===== config.mk =====
export PLATFORM = sky130hd
export DESIGN_NAME = eprom_rd_ctrl
export DESIGN_NICKNAME = d
export VERILOG_FILES = /design/src/rtl/eprom_rd_pkg.sv /design/src/rtl/eprom_rd_timer.sv /design/src/rtl/eprom_rd_capture.sv /design/src/rtl/eprom_rd_ctrl.sv
export SDC_FILE = /design/constraint.sdc
export NUM_CORES = 1
export LEC_CHECK = 0
export CAP_MARGIN = 20
export CORE_UTILIZATION = 53
export CTS_CLUSTER_DIAMETER = 100
export CTS_CLUSTER_SIZE = 16
export DETAILED_ROUTE_END_ITERATION = 6
export DONT_BUFFER_PORTS = 1
export PLACE_DENSITY_LB_ADDON = 0.25
export SKIP_LAST_GASP = 1
export SLEW_MARGIN = 15
export SYNTH_ARGS = -nofsm -noshare
export SYNTH_HDL_FRONTEND = slang
export SYNTH_SLANG_ARGS = --single-unit

===== constraint.sdc =====
create_clock -name clk -period 2.2 [get_ports clk]
set_input_delay 0.11 -clock clk [delete_from_list [all_inputs] [get_ports clk]]
set_output_delay 0.11 -clock clk [all_outputs]
set_load 0.005 [all_outputs]

===== src/rtl/eprom_rd_pkg.sv =====
package eprom_rd_pkg;

    typedef enum logic [1:0] {
        ST_IDLE    = 2'd0,
        ST_ACCESS  = 2'd1,
        ST_RELEASE = 2'd2
    } rd_state_t;

    // nanoseconds to whole clock cycles, never less than one
    function automatic int unsigned ns_to_cyc(input int unsigned ns, input int unsigned per);
        int unsigned c;
        c = (ns + per - 1) / per;
        return (c == 0) ? 1 : c;
    endfunction

    function automatic int unsigned max2(input int unsigned a, input int unsigned b);
        return (a > b) ? a : b;
    endfunction

endpackage


===== src/rtl/eprom_rd_timer.sv =====
module eprom_rd_timer #(
    parameter int CW = 4
) (
    input  logic          clk,
    input  logic          rst_n,
    input  logic          clr,
    output logic [CW-1:0] cnt
);
    always_ff @(posedge clk or negedge rst_n) begin
        if (!rst_n)
            cnt <= '0;
        else if (clr)
            cnt <= '0;
        else if (cnt != {CW{1'b1}})
            cnt <= cnt + 1'b1;
    end
endmodule


===== src/rtl/eprom_rd_capture.sv =====
module eprom_rd_capture #(
    parameter int DW = 16
) (
    input  logic          clk,
    input  logic          rst_n,
    input  logic          sample,
    input  logic          id_mode,
    input  logic          id_first,
    input  logic [DW-1:0] dq,
    output logic [DW-1:0] rd_data,
    output logic          rd_valid
);
    logic [7:0] first_byte;

    always_ff @(posedge clk or negedge rst_n) begin
        if (!rst_n) begin
            first_byte <= '0;
            rd_data    <= '0;
            rd_valid   <= 1'b0;
        end else begin
            rd_valid <= 1'b0;
            if (sample) begin
                if (id_mode && id_first) begin
                    first_byte <= dq[7:0];
                end else begin
                    rd_valid <= 1'b1;
                    if (id_mode)
                        rd_data <= {{(DW-16){1'b0}}, first_byte, dq[7:0]};
                    else
                        rd_data <= dq;
                end
            end
        end
    end

    p_valid_pulse_r5: assert property (@(posedge clk) disable iff (!rst_n)
        rd_valid |=> !rd_valid);
endmodule


===== src/rtl/eprom_rd_ctrl.sv =====
module eprom_rd_ctrl #(
    parameter int AW        = 18,
    parameter int DW        = 16,
    parameter int CLK_NS    = 10,
    parameter int T_ADDR_NS = 100,
    parameter int T_CE_NS   = 100,
    parameter int T_OE_NS   = 50,
    parameter int T_DIS_NS  = 50
) (
    input  logic          clk,
    input  logic          rst_n,
    input  logic          rd_req,
    input  logic          id_req,
    input  logic [AW-1:0] rd_addr,
    output logic          req_ready,
    output logic [DW-1:0] rd_data,
    output logic          rd_valid,
    output logic [AW-1:0] mem_addr,
    output logic          mem_ce_n,
    output logic          mem_oe_n,
    output logic          mem_hv_a9,
    input  logic [DW-1:0] mem_dq
);
    import eprom_rd_pkg::*;

    localparam int ADDR_CYC = ns_to_cyc(T_ADDR_NS, CLK_NS);
    localparam int CE_CYC   = ns_to_cyc(T_CE_NS, CLK_NS);
    localparam int OE_CYC   = ns_to_cyc(T_OE_NS, CLK_NS);
    localparam int DIS_CYC  = ns_to_cyc(T_DIS_NS, CLK_NS);
    localparam int ACC_CYC  = max2(max2(ADDR_CYC, CE_CYC), OE_CYC);
    localparam int OE_START = ACC_CYC - OE_CYC;
    localparam int CW       = $clog2(max2(ACC_CYC, DIS_CYC) + 2);

    rd_state_t     state, state_nx;
    logic [CW-1:0] cnt;
    logic          is_id, phase;
    logic [AW-1:0] addr_q;
    logic          acc_end, rel_end, take;

    assign acc_end = (state == ST_ACCESS)  && (cnt == CW'(ACC_CYC - 1));
    assign rel_end = (state == ST_RELEASE) && (cnt == CW'(DIS_CYC - 1));
    assign take    = (state == ST_IDLE) && (rd_req || id_req);

    eprom_rd_timer #(.CW(CW)) u_timer (
        .clk   (clk),
        .rst_n (rst_n),
        .clr   (state_nx != state),
        .cnt   (cnt)
    );

    always_comb begin
        state_nx = state;
        unique case (state)
            ST_IDLE:    if (take) state_nx = ST_ACCESS;
            ST_ACCESS:  if (acc_end) state_nx = ST_RELEASE;
            ST_RELEASE: if (rel_end) state_nx = (is_id && !phase) ? ST_ACCESS : ST_IDLE;
            default:    state_nx = ST_IDLE;
        endcase
    end

    always_ff @(posedge clk or negedge rst_n) begin
        if (!rst_n) state <= ST_IDLE;
        else        state <= state_nx;
    end

    always_ff @(posedge clk or negedge rst_n) begin
        if (!rst_n) begin
            is_id  <= 1'b0;
            phase  <= 1'b0;
            addr_q <= '0;
        end else if (take) begin
            is_id  <= id_req;
            phase  <= 1'b0;
            addr_q <= id_req ? '0 : rd_addr;
        end else if (rel_end && is_id && !phase) begin
            phase     <= 1'b1;
            addr_q[0] <= 1'b1;
        end
    end

    always_comb begin
        req_ready = (state == ST_IDLE);
        mem_addr  = addr_q;
        mem_ce_n  = (state != ST_ACCESS);
        mem_oe_n  = !((state == ST_ACCESS) && (cnt >= CW'(OE_START)));
        mem_hv_a9 = is_id && (state != ST_IDLE);
    end

    eprom_rd_capture #(.DW(DW)) u_capture (
        .clk      (clk),
        .rst_n    (rst_n),
        .sample   (acc_end),
        .id_mode  (is_id),
        .id_first (!phase),
        .dq       (mem_dq),
        .rd_data  (rd_data),
        .rd_valid (rd_valid)
    );

    p_oe_needs_ce_r2: assert property (@(posedge clk) disable iff (!rst_n)
        !mem_oe_n |-> !mem_ce_n);

    p_addr_hold_r3: assert property (@(posedge clk) disable iff (!rst_n)
        (!mem_ce_n && $past(!mem_ce_n)) |-> $stable(mem_addr));

    p_sample_under_oe_r4: assert property (@(posedge clk) disable iff (!rst_n)
        $rose(rd_valid) |-> $past(!mem_oe_n));

    p_id_addr_r7: assert property (@(posedge clk) disable iff (!rst_n)
        mem_hv_a9 |-> (mem_addr[AW-1:1] == '0));

    generate
        if (DIS_CYC > 1) begin : g_gap
            p_release_gap_r6: assert property (@(posedge clk) disable iff (!rst_n)
                $rose(mem_ce_n) |=> (mem_ce_n && mem_oe_n && !req_ready));
        end
    endgenerate
endmodule


==> flow_summary.yaml, run 1 <==
synthesis:
  yosys.area.top_type: "dfrtp_1"
  syn_inst: 159
  ys_top_cells_by_area: "dfrtp_1 (58%), mux2_2 (12%), a22o_1 (7.1%)"
  avgSynthCellArea_sq_um: 13.9
  synth.most_common_cell: "dfrtp_1"
  synth_common_cells: "dfrtp_1 (51), mux2_2 (23), a22o_1 (18)"
  synth.lib_cells_used.distinct: 34
  netlist_area_sq_um: 2210
  yosys_warnings: 0
  synthDominantCellAreaShare_pct: 57.7
  ys_seq_area_share_pct: 57.7
  synth_flop_cell: "dfrtp_1"
  postSynth.asyncResetShare_pct: 100
  synth_edf_count: 0
  synth_fp_nets: 200
  ys_ff_latch: 51
global_route:
  antenna_found_initial: 0
  grt_overflow: 0
  track_usage_pct: 21.6
  grt_max_degree: 52
  grt_pass1_vias: 1509
  grt_pass1_wl_um: 6910
run_status:
  status: "completed"
critical_path:
  arrival_ns: 2.05
  rr_worst_depth: 6
  end_kind: "register"
  required_ns: 2.38
  path_class: "register to register"
  worstPathMaxFanout: 17
  startpoint_type: "register"
clocking:
  cts_buffers: 5
  clkSlewWorstSetupHoldPaths_ns: 0.09
  postCtsSetupBuffers: 0
  cts_tree: "done"
  clockBufferDepth: 2
  htree_levels: 2
  cts_root_buf: "clkbuf_8"
  clock_latency_ns: 0.30
  cts.sinks: 51
  cts_resized: 0
floorplan:
  die_y_um: 66.6
  dieArea_sq_um: 4430
  io_pins: 77
  num_rows: 23
  coreArea_sq_um: 4000
  start_util_pct: 55.3
  die_w_um: 66.6
job:
  drv_cap: 0
power:
  powerDensity_nw_per_um2: 1240
  p_leak_nw: 1.22
  peakVddDrop_uv: 800
placed_design:
  dp_hpwl_um: 2990
  portBuffers: 0
  gp_congestion: 0.744
  placed_area_sq_um: 2260
routing:
  final_antenna_net_count: 0
  first_iter_violations: 45
  wl_per_cell_um: 18.6
  dr.pass1.iters: 4
  num_vias: 1423
  vias_per_cell: 5.83
  routed_wl_um: 4540
  drc: 0
sta:
  period_share_pct: 85.2
  max_freq_mhz: 534
  holdWs_ns: 0.0180
  finalSetupTns_ns: 0
  tightest_slew_ns: 0.765
  setup_violations: 0
  relSlewSlack_pct: 49.0
  layout_min_cycle_time_ns: 1.87
  grt_setup_unrepaired: "no"
  final.setup_skew_ns: 0.0136
  finalHoldViolCount: 0
  slew_violations: 0
layout:
  final_core_util_pct: 66.4
  fillCellCount: 296
  diodes: 0
  fin_area_sq_um: 2660
  layout.nets: 234
  area.growth.synth_to_final_pct: 20.2
  final_layout_size_suffix_gt1_share_pct: 26.8
min_path:
  hold_depth: 3
  hold_path_class: "input port to register"
[layout by cell type, fill, tap and decap left out, drive strengths merged]
master and instances:
or2 1, nor2b 2, nand3 4, mux2 32
and4b 1, nor3 4, and3b 1, buf 4
mux2i 1, o21ai 5, nand2b 1, dfrtp 51
nand2 2, a32oi 1, inv 9, xnor2 1
clkinv 2, o31ai 1, o2bb2ai 1, clkbuf 5
or3b 1, and2 1, a21o 2, a31oi 3
ha 3, nand3b 2, a22o 18, dlygate4sd3 28
nor4 2, nor2 5
[final timing paths]
| path | start | end | slack [ns] |
|---|---|---|---|
| max in group asynchronous | rst_n | mem_addr[5] | 1.66 |
| worst max register to register | u_timer.cnt[1] | u_capture.rd_data[1] | 0.33 |
| min in group asynchronous | rst_n | u_capture.rd_data[3] | 0.30 |
| worst min register to register | u_capture.first_byte[5] | u_capture.first_byte[5] | 0.51 |
| worst min-delay path | id_req | phase | 0.02 |
| worst max-delay path | u_timer.cnt[1] | u_capture.rd_data[1] | 0.33 |
[timing repair]
action | CTS | global route
hold endpoints to repair | 86 | 0
endpoints found under the setup margin | 0 | 0
hold buffers | 29 | 0
[layout make-up]
type                            count  area [sq um]  share of cell area, %
Sequential cell                    51          1280                   48.0
Multi-Input combinational cell     95           871                   32.8
Timing Repair Buffer               32           330                   12.4
Clock buffer                        5          68.8                   2.59
Tap cell                           50          62.6                   2.35
Inverter                            8          30.0                   1.13
Clock inverter                      3          18.8                  0.706
[power by group]
| part | internal, mW | switching [mW] | total [mW] |
|---|---|---|---|
| registers | 1.36 | 0.366 | 1.73 |
| logic | 0.599 | 0.440 | 1.04 |
| clock network | 0.224 | 0.302 | 0.526 |
| total | 2.18 | 1.11 | 3.29 |
[logic make-up after synthesis]
logic type               count (synthesis)  synth area share [%]
AO/OA/AOI/OAI                           31                  11.1
XOR/XNOR                                 1                 0.396
adder cells (fa/ha/maj)                  3                  1.70
buffers and inverters                   13                  2.89
flip-flops                              51                  57.7
multiplexers                            33                  18.3
AND/OR/NAND/NOR                         27                  7.92
[worst max-delay path, stage by stage, from the launching register on]
cell and delay [ns]:
dfrtp_1 0.43, inv_1 0.09, ha_1 0.19, nand2_2 0.09
nor4_4 0.25, buf_4 0.32, mux2_2 0.38
[metal layers]
| metal | GRT usage [%] | part of all wire (%) | wire (um) |
|---|---|---|---|
| met2 | 37.9 | 53 | 2400 |
| met3 | 8.05 | 8.2 | 370 |
| met5 | 0 | 0 | 0 |
| met1 | 24.4 | 38 | 1750 |
| met4 | 5.85 | 0.46 | 21 |
[per-stage QoR]
| step | instances | total power [mW] | setup WS (ns) |
|---|---|---|---|
| 2_1_floorplan | 159 | 2.46 | 0.361 |
| 3_3_place_gp | 207 | 2.64 | 0.416 |
| 3_5_place_dp | 207 | 2.71 | 0.354 |
| 4_1_cts | 244 | 3.32 | 0.333 |
| 5_1_grt | 244 | 3.51 | 0.247 |
| 6_report | 244 | 3.29 | 0.326 |
[registers in the layout, summed over array words and instances (netlist names)]
name	count
u_capture.first_byte	8
is_id	1
state	2
u_capture.rd_valid	1
u_timer.cnt	4
u_capture.rd_data	16
phase	1
mem_addr	18
Power figures use the tool's default switching activity.
==> inputs of run 2 (changes only) <==
--- a/config.mk
+++ b/config.mk
@@ -5,12 +5,12 @@
 export SDC_FILE = /design/constraint.sdc
 export NUM_CORES = 1
 export LEC_CHECK = 0
+export BUFFER_PORTS_ARGS = -buffer_cell sky130_fd_sc_hd__buf_2
 export CAP_MARGIN = 20
-export CORE_UTILIZATION = 53
+export CORE_UTILIZATION = 49
 export CTS_CLUSTER_DIAMETER = 100
 export CTS_CLUSTER_SIZE = 16
 export DETAILED_ROUTE_END_ITERATION = 6
-export DONT_BUFFER_PORTS = 1
 export PLACE_DENSITY_LB_ADDON = 0.25
 export SKIP_LAST_GASP = 1
 export SLEW_MARGIN = 15
==> run 2 against run 1 <==
  * Final area increased by 4.0%
  * Clock skew shrank 0.0069 ns
  * Fmax grew 1.1%
  * Critical endpoint is now u_capture.rd_data[2]
==> flow_summary.yaml, run 2 (synthesis gave the netlist of run 1 again) <==
run_status:
  status: "completed"
floorplan:
  coreArea_sq_um: 4350
  die_w_um: 69.2
  die_y_um: 69.2
  io_pins: 77
  num_rows: 24
  start_util_pct: 50.8
  dieArea_sq_um: 4780
placed_design:
  gp_congestion: 0.837
  dp_hpwl_um: 2880
  portBuffers: 76
  placed_area_sq_um: 2650
  post-place-ws_ns: 0.368
routing:
  routed_wl_um: 4100
  highest_layer: "met4"
  drc: 0
  first_iter_violations: 58
  final_antenna_net_count: 0
  routed-wl-met2_um: 2000
  wl_per_cell_um: 13.9
  dr.pass1.iters: 4
  vias_per_cell: 5.35
  wl_met3_um: 228
  wl_met1_um: 1830
  num_vias: 1574
sta:
  slew_violations: 0
  setup_ws_ns: 0.346
  grt_setup_unrepaired: "no"
  holdWs_ns: 0.0154
  finalSetupTns_ns: 0
  finalHoldViolCount: 0
  max_freq_mhz: 539
  relSlewSlack_pct: 50.6
  setup_violations: 0
  final.setup_skew_ns: 0.00671
  tightest_slew_ns: 0.740
  period_share_pct: 84.3
  layout_min_cycle_time_ns: 1.85
layout:
  final_core_util_pct: 63.5
  area.growth.synth_to_final_pct: 25.1
  largest_reg_flops: 18
  final_layout_size_suffix_gt1_share_pct: 52.1
  multi_input_area_sq_um: 871
  diodes: 0
  fillCellCount: 368
  layout_common_cells: "buf_2 (76), dfrtp_1 (51), mux2_2 (23)"
  fin_area_sq_um: 2770
  register_area_sq_um: 1280
  layout.nets: 283
  final_common_cell: "buf_2"
power:
  peakVddDrop_uv: 714
  powerDensity_nw_per_um2: 1300
  p_leak_nw: 1.43
clocking:
  cts.sinks: 51
  htree_levels: 2
  clockBufferDepth: 2
  cts_root_buf: "clkbuf_8"
  clock_latency_ns: 0.30
  clkSlewWorstSetupHoldPaths_ns: 0.09
  cts_tree: "done"
  cts_buffers: 5
global_route:
  grt_max_degree: 33
  grt_overflow: 0
  antenna_found_initial: 0
  grt_pass1_wl_um: 7000
  grt_pass1_vias: 1564
  track_usage_pct: 18.3
critical_path:
  path_class: "register to register"
  rr_worst_depth: 6
  crit_path_end: "u_capture.rd_data[2]"
  worstPathMaxFanout: 17
  max_stage_delay_ns: 0.43
  r2r_setup_slack_ns: 0.35
  regToRegEndpoint: "u_capture.rd_data[2]"
  end_kind: "register"
  cp-startpoint: "u_timer.cnt[1]"
  startpoint_type: "register"
  required_ns: 2.39
  cp_slowest_cell: "dfrtp_1"
  path_cells: "inv_1 -> ha_1 -> nand2_2 -> nor4_4 -> buf_4 -> mux2_2"
  r2r_start: "u_timer.cnt[1]"
  critical_path_buf_inv_count: 2
  crit_family: "flip-flops"
  worstSetupPathDepth: 6
  arrival_ns: 2.04
min_path:
  hold_path_class: "input port to register"
job:
  drv_cap: 0
[run 2: metal layers]
metal / vias up / GRT usage, %
met5: - / 0
met2: 55 / 30.2
li1: 744 / -
met4: 0 / 6.58
met3: 4 / 5.09
met1: 771 / 23.3
[run 2: report_power, final]
group          switching, mW  total, mW  internal (mW)
registers              0.265       1.62           1.36
logic                  0.555       1.35          0.796
clock network          0.289      0.622          0.334
total                   1.11       3.60           2.49
[run 2: worst min-delay path by stage]
stage	startpoint	endpoint	slack [ns]	cells after the start
2_1_floorplan	rst_n	is_id	-0.19	0
3_3_place_gp	rst_n	u_capture.rd_data[11]	0.08	1
3_5_place_dp	rst_n	u_capture.rd_data[11]	0.09	1
4_1_cts	rd_addr[8]	mem_addr[8]	0.008	2
5_1_grt	rd_addr[8]	mem_addr[8]	0.02	2
6_report	rd_addr[8]	mem_addr[8]	0.02	2
[run 2: stage by stage]
step,power (mW),instances
after floorplan,2.46,159
after global placement,2.97,286
after detailed placement,3.00,286
after CTS,3.64,294
after global routing,3.85,294
final,3.60,294
[run 2: final cells by class]
cell class | instances | area share [%]
clock inverters | 1 | 1.09
flip-flops and latches | 51 | 46.2
inverters | 8 | 1.09
clock buffers | 6 | 2.62
well taps | 52 | 2.35
multi-input cells | 95 | 31.5
repair buffers | 81 | 15.2
[run 2: what timing repair did]
action / 4_1_cts / 5_1_grt
hold buffers: 1 / 0
buffers inserted: 0 / 0
resized for setup: 0 / 0
endpoints found under the hold margin: 19 / 0
==> inputs of run 3 (changes only) <==
--- a/config.mk
+++ b/config.mk
@@ -5,9 +5,10 @@
 export SDC_FILE = /design/constraint.sdc
 export NUM_CORES = 1
 export LEC_CHECK = 0
+export ABC_AREA = 1
 export BUFFER_PORTS_ARGS = -buffer_cell sky130_fd_sc_hd__buf_2
 export CAP_MARGIN = 20
-export CORE_UTILIZATION = 49
+export CORE_UTILIZATION = 45
 export CTS_CLUSTER_DIAMETER = 100
 export CTS_CLUSTER_SIZE = 16
 export DETAILED_ROUTE_END_ITERATION = 6
==> constraint.sdc (replaced) <==
create_clock -name clk -period 1.7 [get_ports clk]
set_input_delay 0.085 -clock clk [delete_from_list [all_inputs] [get_ports clk]]
set_output_delay 0.085 -clock clk [all_outputs]
set_load 0.005 [all_outputs]
==> run 3 against run 2 <==
  * Critical path depth increased by 3
  * Register-to-register slack got worse by 0.15 ns
  * Worst hold slack improved by 0.024 ns
  * Count of clock-buffer cells in the layout unchanged
  * Critical endpoint is now u_capture.rd_data[0]
  * Largest cell class unchanged
==> flow_summary.yaml, run 3 <==
power:
  p_leak_nw: 1.58
  switching_share_pct: 36.0
  clockPowerShare_pct: 18.4
  peakVddDrop_uv: 673
  seqPwrFrac_pct: 43.4
  power_mw: 4.66
  combPwrFrac_pct: 38.3
  power.switching_mw: 1.68
  powerDensity_nw_per_um2: 1630
  cellInternalPower_mw: 2.98
layout:
  layout.nets: 381
  largest_reg_flops: 18
  diodes: 0
  final_common_cell: "nand2_1"
  multi_input_area_sq_um: 836
  fin_area_sq_um: 2850
  area.growth.synth_to_final_pct: 26.1
  register_area_sq_um: 1280
  layout_common_cells: "nand2_1 (107), buf_2 (76), dfrtp_1 (51)"
  final_layout_size_suffix_gt1_share_pct: 31.1
  layoutNonFillerInstCount: 408
  fillCellCount: 438
  final_core_util_pct: 59.5
synthesis:
  ys_seq_area_share_pct: 56.5
  yosys_warnings: 0
  syn_inst: 261
  synth_fp_nets: 302
  synth_edf_count: 0
  ys_ff_latch: 51
  synth.most_common_cell: "nand2_1"
  synth_common_cells: "nand2_1 (108), dfrtp_1 (51), o21ai_0 (31)"
  synthDominantCellAreaShare_pct: 56.5
  netlist_area_sq_um: 2260
  synth.lib_cells_used.distinct: 22
  avgSynthCellArea_sq_um: 8.65
  yosys.area.top_type: "dfrtp_1"
  postSynth.asyncResetShare_pct: 100
  ys_top_cells_by_area: "dfrtp_1 (57%), nand2_1 (18%), o21ai_0 (6.9%)"
  synth_flop_cell: "dfrtp_1"
sta:
  setup_ws_ns: 0.195
  grt_setup_unrepaired: "no"
  final.setup_skew_ns: 0.00493
  finalSetupTns_ns: 0
  slew_violations: 0
  max_freq_mhz: 665
  relSlewSlack_pct: 55.8
  layout_min_cycle_time_ns: 1.50
  holdWs_ns: 0.0398
  tightest_slew_ns: 0.664
  setup_violations: 0
  period_share_pct: 88.5
  finalHoldViolCount: 0
global_route:
  track_usage_pct: 18.3
  grt_pass1_wl_um: 7430
  grt_max_degree: 32
  antenna_found_initial: 0
  grt_overflow: 0
  grt_pass1_vias: 1629
routing:
  dr.pass1.iters: 4
  first_iter_violations: 94
  num_vias: 1844
  final_antenna_net_count: 0
  drc: 0
  wl_per_cell_um: 10.7
  vias_per_cell: 4.52
  routed_wl_um: 4380
clocking:
  cts.sinks: 51
  clock_latency_ns: 0.30
  cts_root_buf: "clkbuf_8"
  clkSlewWorstSetupHoldPaths_ns: 0.09
  cts_tree: "done"
  htree_levels: 2
  postCtsSetupBuffers: 0
  cts_buffers: 5
  clockBufferDepth: 2
floorplan:
  coreArea_sq_um: 4790
  die_y_um: 72.8
  dieArea_sq_um: 5310
  die_w_um: 72.8
  io_pins: 77
  start_util_pct: 47.2
  num_rows: 25
critical_path:
  r2r_start: "u_timer.cnt[1]"
  worstPathMaxFanout: 24
  startpoint_type: "register"
  required_ns: 1.89
  arrival_ns: 1.70
  rr_worst_depth: 9
  end_kind: "register"
  r2r_setup_slack_ns: 0.20
  regToRegEndpoint: "u_capture.rd_data[0]"
  path_class: "register to register"
min_path:
  hold_path_class: "input port to register"
  hold_path.startpoint: "rd_addr[9]"
  hold_end: "mem_addr[9]"
  hold_depth: 3
job:
  drv_cap: 0
placed_design:
  placed_area_sq_um: 2720
  portBuffers: 76
  place_inst: 399
  dp_hpwl_um: 3250
  gp_congestion: 0.844
  post-place-ws_ns: 0.145
run_status:
  status: "completed"
[run 3: cell types whose count changed after synthesis, moves of 6 or more]
cell	before	now
mux2_2	23	0
a22o_1	18	0
inv_1	8	21
o21ai_0	4	31
o21ai_2	1	8
nand2_1	1	108
a21oi_1	0	6
mux2_4	9	0
[run 3: worst max-delay path by stage]
| stage | end | from | depth (start not counted) | slack [ns] |
|---|---|---|---|---|
| after global routing | u_timer.cnt[0] | u_timer.cnt[0] | 9 | 0.02 |
| after CTS | u_capture.first_byte[1] | u_timer.cnt[1] | 7 | 0.13 |
| after floorplan | u_capture.rd_data[4] | u_timer.cnt[1] | 10 | 0.21 |
| after global placement | u_capture.first_byte[6] | u_timer.cnt[1] | 7 | 0.21 |
| after detailed placement | u_capture.first_byte[1] | u_timer.cnt[1] | 7 | 0.15 |
| final | u_capture.rd_data[0] | u_timer.cnt[1] | 9 | 0.20 |
[run 3: repair_timing]
item | 4_1_cts | 5_1_grt
hold buffers | 1 | 0
endpoints found under the setup margin | 0 | 8
gates resized for setup | 0 | 1
hold endpoints to repair | 20 | 0
[run 3: per-layer routing]
| layer | vias up | GRT usage, % | wire [um] |
|---|---|---|---|
| li1 | 971 | - | - |
| met1 | 824 | 26.8 | 2160 |
| met2 | 45 | 27.2 | 1970 |
| met3 | 4 | 4.83 | 207 |
| met4 | 0 | 4.58 | 42 |
| met5 | - | 0 | 0 |
[run 3: final cells by class]
| class | instances | share of cell area [%] |
|---|---|---|
| clock buffers | 6 | 2.90 |
| clock inverters | 2 | 1.23 |
| inverters | 24 | 3.34 |
| multi-input cells | 176 | 29.3 |
| flip-flops and latches | 51 | 44.8 |
| well taps | 67 | 2.94 |
| repair buffers | 82 | 15.5 |
[run 3: worst max-delay path, cell delays in order, from the launching register on]
cell and delay [ns]:
dfrtp_1 0.40, inv_1 0.10, ha_1 0.19, nand3_2 0.12, nor2_4 0.16, inv_2 0.08, nor2_8 0.12, inv_6 0.10
nand2_1 0.09, o21ai_2 0.05
[run 3: kinds of logic (layout without fill, tap and decap cells)]
kind of cell,count (synthesis),after routing,synth area share [%]
simple gates,125,125,22.8
flops,51,51,56.5
compound gates,47,47,11.9
buf+inv,34,114,6.76
fa+ha+maj,3,3,1.66
xor+xnor,1,1,0.388
[run 3: power by group through the flow]
stage	clock network, mW	registers [mW]	logic (mW)
6_report	0.855	2.02	1.78
5_1_grt	0.936	2.09	2.06
4_1_cts	0.879	2.02	1.80
3_5_place_dp	0	2.03	1.80
3_3_place_gp	0	2.03	1.75
2_1_floorplan	0	2.03	1.08
